==> config.mk <==
export PLATFORM = sky130hd
export DESIGN_NAME = bytedma_engine
export DESIGN_NICKNAME = d
export VERILOG_FILES = /design/src/rtl/bdma_pkg.sv /design/src/rtl/bdma_wait_timer.sv /design/src/rtl/bdma_byte_lane.sv /design/src/rtl/bytedma_engine.sv
export SDC_FILE = /design/constraint.sdc
export NUM_CORES = 1
export LEC_CHECK = 0
export BUFFER_PORTS_ARGS = -buffer_cell sky130_fd_sc_hd__buf_2
export CORE_ASPECT_RATIO = 1.75
export CORE_MARGIN = 5
export CORE_UTILIZATION = 55
export DETAILED_ROUTE_END_ITERATION = 8
export MAX_ROUTING_LAYER = met4
export PLACE_DENSITY_LB_ADDON = 0.25
export SYNTH_ARGS = -nofsm -noshare
export SYNTH_HDL_FRONTEND = slang
export SYNTH_HIERARCHICAL = 1
export SYNTH_SLANG_ARGS = --single-unit
==> constraint.sdc <==
create_clock -name clk -period 4.1 [get_ports clk]
set_input_delay 0.615 -clock clk [delete_from_list [all_inputs] [get_ports clk]]
set_output_delay 0.615 -clock clk [all_outputs]
set_load 0.02 [all_outputs]
==> src/rtl/bdma_pkg.sv <==
package bdma_pkg;

  typedef enum logic [1:0] {
    XF_PM24 = 2'b00,
    XF_DM16 = 2'b01,
    XF_HI8  = 2'b10,
    XF_LO8  = 2'b11
  } xfer_kind_t;

  typedef enum logic [1:0] {
    ST_IDLE = 2'd0,
    ST_BYTE = 2'd1,
    ST_MEM  = 2'd2
  } phase_t;

  localparam logic [1:0] RA_IADDR = 2'd0;
  localparam logic [1:0] RA_EADDR = 2'd1;
  localparam logic [1:0] RA_CTRL  = 2'd2;
  localparam logic [1:0] RA_COUNT = 2'd3;

  function automatic logic [1:0] bytes_in_word(input xfer_kind_t k);
    case (k)
      XF_PM24: bytes_in_word = 2'd3;
      XF_DM16: bytes_in_word = 2'd2;
      default: bytes_in_word = 2'd1;
    endcase
  endfunction

  // Bytes arrive oldest in the high end of the shifter.
  function automatic logic [23:0] pack_word(input xfer_kind_t k, input logic [23:0] sh);
    case (k)
      XF_PM24: pack_word = sh;
      XF_DM16: pack_word = {8'h00, sh[15:0]};
      XF_HI8:  pack_word = {8'h00, sh[7:0], 8'h00};
      default: pack_word = {16'h0000, sh[7:0]};
    endcase
  endfunction

  function automatic logic [7:0] pick_byte(input xfer_kind_t k, input logic [23:0] w,
                                           input logic [1:0] idx);
    case (k)
      XF_PM24: pick_byte = (idx == 2'd0) ? w[23:16] : (idx == 2'd1) ? w[15:8] : w[7:0];
      XF_DM16: pick_byte = (idx == 2'd0) ? w[15:8] : w[7:0];
      XF_HI8:  pick_byte = w[15:8];
      default: pick_byte = w[7:0];
    endcase
  endfunction

endpackage

==> src/rtl/bdma_wait_timer.sv <==
module bdma_wait_timer #(
  parameter int WS_W = 3
) (
  input  logic            clk,
  input  logic            rst_n,
  input  logic            clear,
  input  logic            run,
  input  logic [WS_W-1:0] ws,
  output logic            last
);
  logic [WS_W-1:0] cnt;

  assign last = run && (cnt == ws);

  always_ff @(posedge clk) begin
    if (!rst_n || clear) cnt <= '0;
    else if (run)        cnt <= last ? '0 : cnt + 1'b1;
  end

  a_r6_count_in_range: assert property (@(posedge clk) disable iff (!rst_n)
    run |-> (cnt <= ws));
endmodule

==> src/rtl/bdma_byte_lane.sv <==
module bdma_byte_lane
  import bdma_pkg::*;
(
  input  logic        clk,
  input  logic        rst_n,
  input  xfer_kind_t  kind,
  input  logic        shift_en,
  input  logic [7:0]  byte_in,
  input  logic        load_en,
  input  logic [23:0] word_in,
  input  logic [1:0]  idx,
  output logic [23:0] word_out,
  output logic [7:0]  byte_out
);
  logic [23:0] shreg;
  logic [23:0] word_buf;

  always_ff @(posedge clk) begin
    if (!rst_n) begin
      shreg    <= '0;
      word_buf <= '0;
    end else begin
      if (shift_en) shreg <= {shreg[15:0], byte_in};
      if (load_en)  word_buf <= word_in;
    end
  end

  assign word_out = pack_word(kind, shreg);
  assign byte_out = pick_byte(kind, word_buf, idx);
endmodule

==> src/rtl/bytedma_engine.sv <==
module bytedma_engine
  import bdma_pkg::*;
#(
  parameter int PAGE_W     = 8,
  parameter int EADDR_W    = 14,
  parameter int IADDR_W    = 14,
  parameter int CNT_W      = 14,
  parameter int WS_W       = 3,
  parameter int REG_W      = 16,
  parameter int BOOT_WORDS = 32,
  parameter int BOOT_WAIT  = 7
) (
  input  logic                      clk,
  input  logic                      rst_n,
  input  logic                      boot_preset,
  input  logic                      reg_we,
  input  logic [1:0]                reg_addr,
  input  logic [REG_W-1:0]          reg_wdata,
  output logic [REG_W-1:0]          reg_rdata,
  input  logic                      ext_busy,
  output logic [PAGE_W+EADDR_W-1:0] bm_addr,
  output logic                      bm_rd,
  output logic                      bm_wr,
  output logic [7:0]                bm_wdata,
  input  logic [7:0]                bm_rdata,
  output logic                      mem_req,
  output logic                      mem_we,
  output logic                      mem_pm,
  output logic [IADDR_W-1:0]        mem_addr,
  output logic [23:0]               mem_wdata,
  input  logic [23:0]               mem_rdata,
  input  logic                      steal_grant,
  output logic                      done_irq,
  output logic                      cpu_halt,
  output logic                      restart
);
  localparam int CF_WS_LSB   = 4;
  localparam int CF_PAGE_LSB = 8;

  logic [IADDR_W-1:0] int_addr;
  logic [EADDR_W-1:0] ext_addr;
  xfer_kind_t         kind;
  logic               dir, halt_f;
  logic [WS_W-1:0]    ws;
  logic [PAGE_W-1:0]  page;
  logic [CNT_W-1:0]   cnt;
  phase_t             phase;
  logic [1:0]         bidx;
  logic               done_q, restart_q;

  // Named internal events
  logic             busy, byte_go, wait_last, byte_done, last_byte, mem_go, word_end;
  logic             wr_cnt, abort_wr, cfg_wr_ok, finishing;
  logic [1:0]       nbytes;
  logic [CNT_W-1:0] cnt_after;
  phase_t           first_phase;

  assign busy        = (phase != ST_IDLE);
  assign nbytes      = bytes_in_word(kind);
  assign byte_go     = (phase == ST_BYTE) && !ext_busy;
  assign byte_done   = byte_go && wait_last;
  assign last_byte   = (bidx == nbytes - 2'd1);
  assign mem_go      = (phase == ST_MEM) && steal_grant;
  assign word_end    = dir ? (byte_done && last_byte) : mem_go;
  assign wr_cnt      = reg_we && (reg_addr == RA_COUNT);
  assign abort_wr    = busy && wr_cnt && (reg_wdata == REG_W'(1));
  assign cfg_wr_ok   = !busy && reg_we;
  assign cnt_after   = word_end ? (abort_wr ? '0 : cnt - CNT_W'(1))
                                : (abort_wr ? CNT_W'(1) : cnt);
  assign finishing   = busy && word_end && (cnt_after == '0);
  assign first_phase = dir ? ST_MEM : ST_BYTE;

  bdma_wait_timer #(.WS_W(WS_W)) u_timer (
    .clk(clk), .rst_n(rst_n), .clear(boot_preset || !busy),
    .run(byte_go), .ws(ws), .last(wait_last)
  );

  bdma_byte_lane u_lane (
    .clk(clk), .rst_n(rst_n), .kind(kind),
    .shift_en(byte_done && !dir), .byte_in(bm_rdata),
    .load_en(mem_go && dir), .word_in(mem_rdata),
    .idx(bidx), .word_out(mem_wdata), .byte_out(bm_wdata)
  );

  always_ff @(posedge clk) begin
    if (!rst_n) begin
      int_addr <= '0; ext_addr <= '0; kind <= XF_PM24; dir <= 1'b0; halt_f <= 1'b0;
      ws <= '0; page <= '0; cnt <= '0; phase <= ST_IDLE; bidx <= '0;
      done_q <= 1'b0; restart_q <= 1'b0;
    end else if (boot_preset) begin
      int_addr <= '0; ext_addr <= '0; kind <= XF_PM24; dir <= 1'b0; halt_f <= 1'b1;
      ws <= WS_W'(BOOT_WAIT); page <= '0; cnt <= CNT_W'(BOOT_WORDS);
      phase <= ST_BYTE; bidx <= '0; done_q <= 1'b0; restart_q <= 1'b0;
    end else begin
      done_q    <= finishing;
      restart_q <= finishing && halt_f;
      if (cfg_wr_ok) begin
        case (reg_addr)
          RA_IADDR: int_addr <= reg_wdata[IADDR_W-1:0];
          RA_EADDR: ext_addr <= reg_wdata[EADDR_W-1:0];
          RA_CTRL: begin
            kind   <= xfer_kind_t'(reg_wdata[1:0]);
            dir    <= reg_wdata[2];
            halt_f <= reg_wdata[3];
            ws     <= reg_wdata[CF_WS_LSB +: WS_W];
            page   <= reg_wdata[CF_PAGE_LSB +: PAGE_W];
          end
          default: begin
            cnt <= reg_wdata[CNT_W-1:0];
            if (reg_wdata[CNT_W-1:0] != '0) begin
              phase <= first_phase;
              bidx  <= '0;
            end
          end
        endcase
      end
      if (busy) cnt <= cnt_after;
      if (mem_go && dir) phase <= ST_BYTE;
      if (byte_done) begin
        ext_addr <= ext_addr + 1'b1;
        bidx     <= last_byte ? 2'd0 : bidx + 2'd1;
        if (last_byte && !dir) phase <= ST_MEM;
      end
      if (busy && word_end) begin
        int_addr <= int_addr + 1'b1;
        phase    <= finishing ? ST_IDLE : first_phase;
      end
    end
  end

  always_comb begin
    reg_rdata = '0;
    case (reg_addr)
      RA_IADDR: reg_rdata = REG_W'(int_addr);
      RA_EADDR: reg_rdata = REG_W'(ext_addr);
      RA_CTRL: begin
        reg_rdata[1:0] = kind;
        reg_rdata[2]   = dir;
        reg_rdata[3]   = halt_f;
        reg_rdata[CF_WS_LSB +: WS_W]     = ws;
        reg_rdata[CF_PAGE_LSB +: PAGE_W] = page;
      end
      default: reg_rdata = REG_W'(cnt);
    endcase
  end

  assign bm_addr  = {page, ext_addr};
  assign bm_rd    = byte_go && !dir;
  assign bm_wr    = byte_go && dir;
  assign mem_req  = (phase == ST_MEM);
  assign mem_we   = mem_req && !dir;
  assign mem_pm   = (kind == XF_PM24);
  assign mem_addr = int_addr;
  assign done_irq = done_q;
  assign restart  = restart_q;
  assign cpu_halt = busy && halt_f;

  a_r8_no_strobe_on_busy_bus: assert property (@(posedge clk) disable iff (!rst_n)
    (bm_rd || bm_wr) |-> !ext_busy);
  a_r6_single_owner: assert property (@(posedge clk) disable iff (!rst_n)
    $onehot0({bm_rd, bm_wr, mem_req}));
  a_r3_ext_addr_steps_per_byte: assert property (@(posedge clk) disable iff (!rst_n)
    (busy && !byte_done && !boot_preset) |=> $stable(ext_addr));
  a_r11_int_addr_frozen: assert property (@(posedge clk) disable iff (!rst_n)
    (busy && !word_end && !boot_preset) |=> $stable(int_addr));
  a_r7_req_held_until_grant: assert property (@(posedge clk) disable iff (!rst_n)
    (mem_req && !steal_grant && !boot_preset) |=> mem_req);
  a_r9_done_means_idle: assert property (@(posedge clk) disable iff (!rst_n)
    done_irq |-> (!busy && cnt == '0));
  a_r9_count_steps_down: assert property (@(posedge clk) disable iff (!rst_n)
    (busy && !reg_we && !boot_preset) |=> (cnt == $past(cnt) || cnt == $past(cnt) - CNT_W'(1)));
  a_r12_restart_with_done: assert property (@(posedge clk) disable iff (!rst_n)
    restart |-> done_irq);
  a_r12_halt_only_when_active: assert property (@(posedge clk) disable iff (!rst_n)
    cpu_halt |-> busy);
endmodule

==> impl_metrics.ini <==
[synth]
syn_inst = 774
ys_seq_area_share_pct = 34.7
async_reset_ff_share_pct = 0
syn_area_per_cell_sq_um = 8.50
synth_most_common_cell = dfxtp_1
ys.flop_type = dfxtp_1
synth-seq-cells = 114
syn_nets = 834
yosys_warnings = 6
synthTopCellsByCount = dfxtp_1 (114), nor2_1 (66), nor2b_1 (57), mux2i_1 (56), nand2_1 (54)
synth_cell_type_count = 68
synth_top_area_share_pct = 34.7
synth_edf_count = 0
synth_area_sq_um = 6580
yosysTopAreaCell = dfxtp_1
synth_area_leaders = dfxtp_1 (35%), mux2i_1 (8.5%), nor2b_1 (5.4%)

[timing]
post-route-min-period_ps = 3300
rsz0062_at_grt = no
tightest_slew_ps = 827
skew_ps = 11.1
setup_ws_ps = 802
max_freq_mhz = 303
holdWs_ps = 461
post-route-period-util_pct = 80.4
setup_tns_ps = 0
hold_viol_final = 0
final_max_slew_viol_count = 0
slew_headroom_pct = 44.7
setup_viol = 0

[cts]
insertion_delay_ps = 410
cts_root_buffer = clkbuf_16
clockBufferDepth = 2
post_cts_buffers = 0
cts_sinks = 114
cts_buffers = 17
ctsHoldBuffers = 0
cts_tree = built
worst_setup_hold_path_clk_slew_ps = 60
cts_resized = 0
cts_htree_levels = 4

[critical_path]
worstSetupEndpointType = register
worst-r2r-setup-slack_ps = 800
crit_type = register to register
crit_required_ps = 4380
cp.arrival_ps = 3580
r2r_cells = 11
r2r-start = phase[0]
worst_setup_path_start_kind = register
r2r-end = phase[1]
crit_start = phase[0]
crit_fanout = 14

[die]
die_y_microns = 155
floorplan.initialDensity_pct = 55.5
die_w_microns = 92.7
num_rows = 53
design.die.area_sq_um = 14300
core-area_sq_um = 11900
ios = 148

[worst_hold_path]
hold_start = reg_wdata[14]
holdPathStages = 3
hold_path.class = input port to register
hold_end = page[6]

[placed_design]
place_hpwl_mm = 16.7
io_buffer_count = 147
routabilityCongestion = 1.00
place_ws_ps = 628

[status]
status = finished, final reports clean

[global_routing]
grt_max_degree = 58
grt.overflow.total = 0
grt_pass1_wl_mm = 34.9
grtUsageTotal_pct = 32.2
grt_pass1_vias = 6677
antenna_found_initial = 0

[pwr]
power.leakage_uw = 0.00303
pwr-share-comb_pct = 8.7
power_switching_uw = 707
powerDensity_nw_per_um2 = 351
p_sw_share_pct = 25.2
p_int_uw = 2100
clkPwrFrac_pct = 50.6
p_seq_share_pct = 40.7
vdd_drop_max_v = 0.000341

[layout]
drive_gt1_share_pct = 25.2
nNetsFinal = 965
area_growth_pct = 21.4

[job]
cap_violations = 0

[drt]
vias = 6698
drc_errors = 0
antenna_left = 0
first_iter_violations = 472
wl_per_cell_microns = 21.5
drt-pass1-iter-count = 6
post_drt_via_cell_ratio = 6.35
wl_mm = 22.7
## metal layers
metal / global-route usage (%) / vias up / wire (microns)
li1: - / 3087 / -
met2: 55.7 / 323 / 11700
met4: 22.3 / 0 / 1480
met3: 5.79 / 106 / 1360
met5: - / - / 0
met1: 32.3 / 3182 / 8170
## metrics by stage
step	util, %	power [uW]	cell area, sq um	instances
final	67.3	2810	7990	1055
after global routing	67.3	2890	7990	1054
after CTS	67.3	2820	7990	1054
after detailed placement	62.5	1400	7420	1023
after global placement	62.5	1400	7420	1023
after floorplan	-	1300	6580	774
## state kept, by name, indices dropped and copies added, names as in the netlist, 2 cells and up
| signal | cells |
|---|---|
| u_lane/word_buf | 24 |
| ws | 3 |
| bidx | 2 |
| ext_addr | 14 |
| mem_addr | 14 |
| u_lane/shreg | 24 |
| phase | 2 |
| page | 8 |
| u_timer/cnt | 3 |
| cnt | 14 |
| kind | 2 |
## power groups by stage
| stage | Combinational (uW) | Clock [uW] | Sequential [uW] |
|---|---|---|---|
| 6_report | 243 | 1420 | 1140 |
| 2_1_floorplan | 138 | 0 | 1160 |
| 3_5_place_dp | 239 | 0 | 1160 |
| 3_3_place_gp | 237 | 0 | 1160 |
| 4_1_cts | 240 | 1440 | 1140 |
| 5_1_grt | 258 | 1490 | 1140 |
## cells by family after synthesis
family                   synth area share [%]
AO/OA/AOI/OAI                            16.7
AND/OR/NAND/NOR                          28.7
multiplexers                             13.0
flip-flops                               34.7
XOR/XNOR                                 1.60
adder cells (fa/ha/maj)                 0.760
buffers and inverters                    4.68
## critical path, stage by stage, from the launching register on
cell,delay [ps]
dfxtp_1,470
nor3b_1,230
buf_4,170
nor4b_2,360
and4bb_2,340
a21oi_2,130
buf_4,230
or2_0,210
buf_4,190
a2111oi_0,340
o21ai_0,280
nor3b_1,210
## how the worst max path moves through the flow
stage	to	slack (ps)	cells after the start
4_1_cts	phase[1]	840	11
6_report	phase[1]	800	11
5_1_grt	phase[1]	530	11
3_3_place_gp	phase[1]	760	12
2_1_floorplan	cnt[13]	1000	9
3_5_place_dp	phase[1]	630	12
## layout by cell type (no fill, tap or decap), types with 4 or more instances in the layout
cell	count
buf_2	147
dfxtp_1	114
nor2_1	65
nor2b_1	57
mux2i_1	56
nand2_1	54
a21oi_1	52
o21ai_0	39
nor3_1	26
inv_1	21
and2_1	21
buf_4	21
clkbuf_16	17
a31oi_1	15
nand3_1	14
mux4_2	13
nor4_1	12
nand3b_1	10
a221oi_1	8
xnor2_1	8
nand2b_1	8
or4b_1	8
a221o_1	8
nand4_1	7
nor3b_1	6
o22a_1	6
and3_1	5
o21a_1	5
or4_1	5
clkinvlp_4	5
or3_1	4
ha_1	4
xor2_1	4
## final cells by class
class | instances | area, sq um
tap | 137 | 171
clock inverter | 13 | 139
inverter | 21 | 78.8
multi-input combinational | 583 | 4000
clock buffer | 18 | 429
fill | 1023 | 3880
antenna | 1 | 2.50
sequential | 114 | 2280
timing repair buffer | 168 | 893
(Power assumes the default switching activity.)
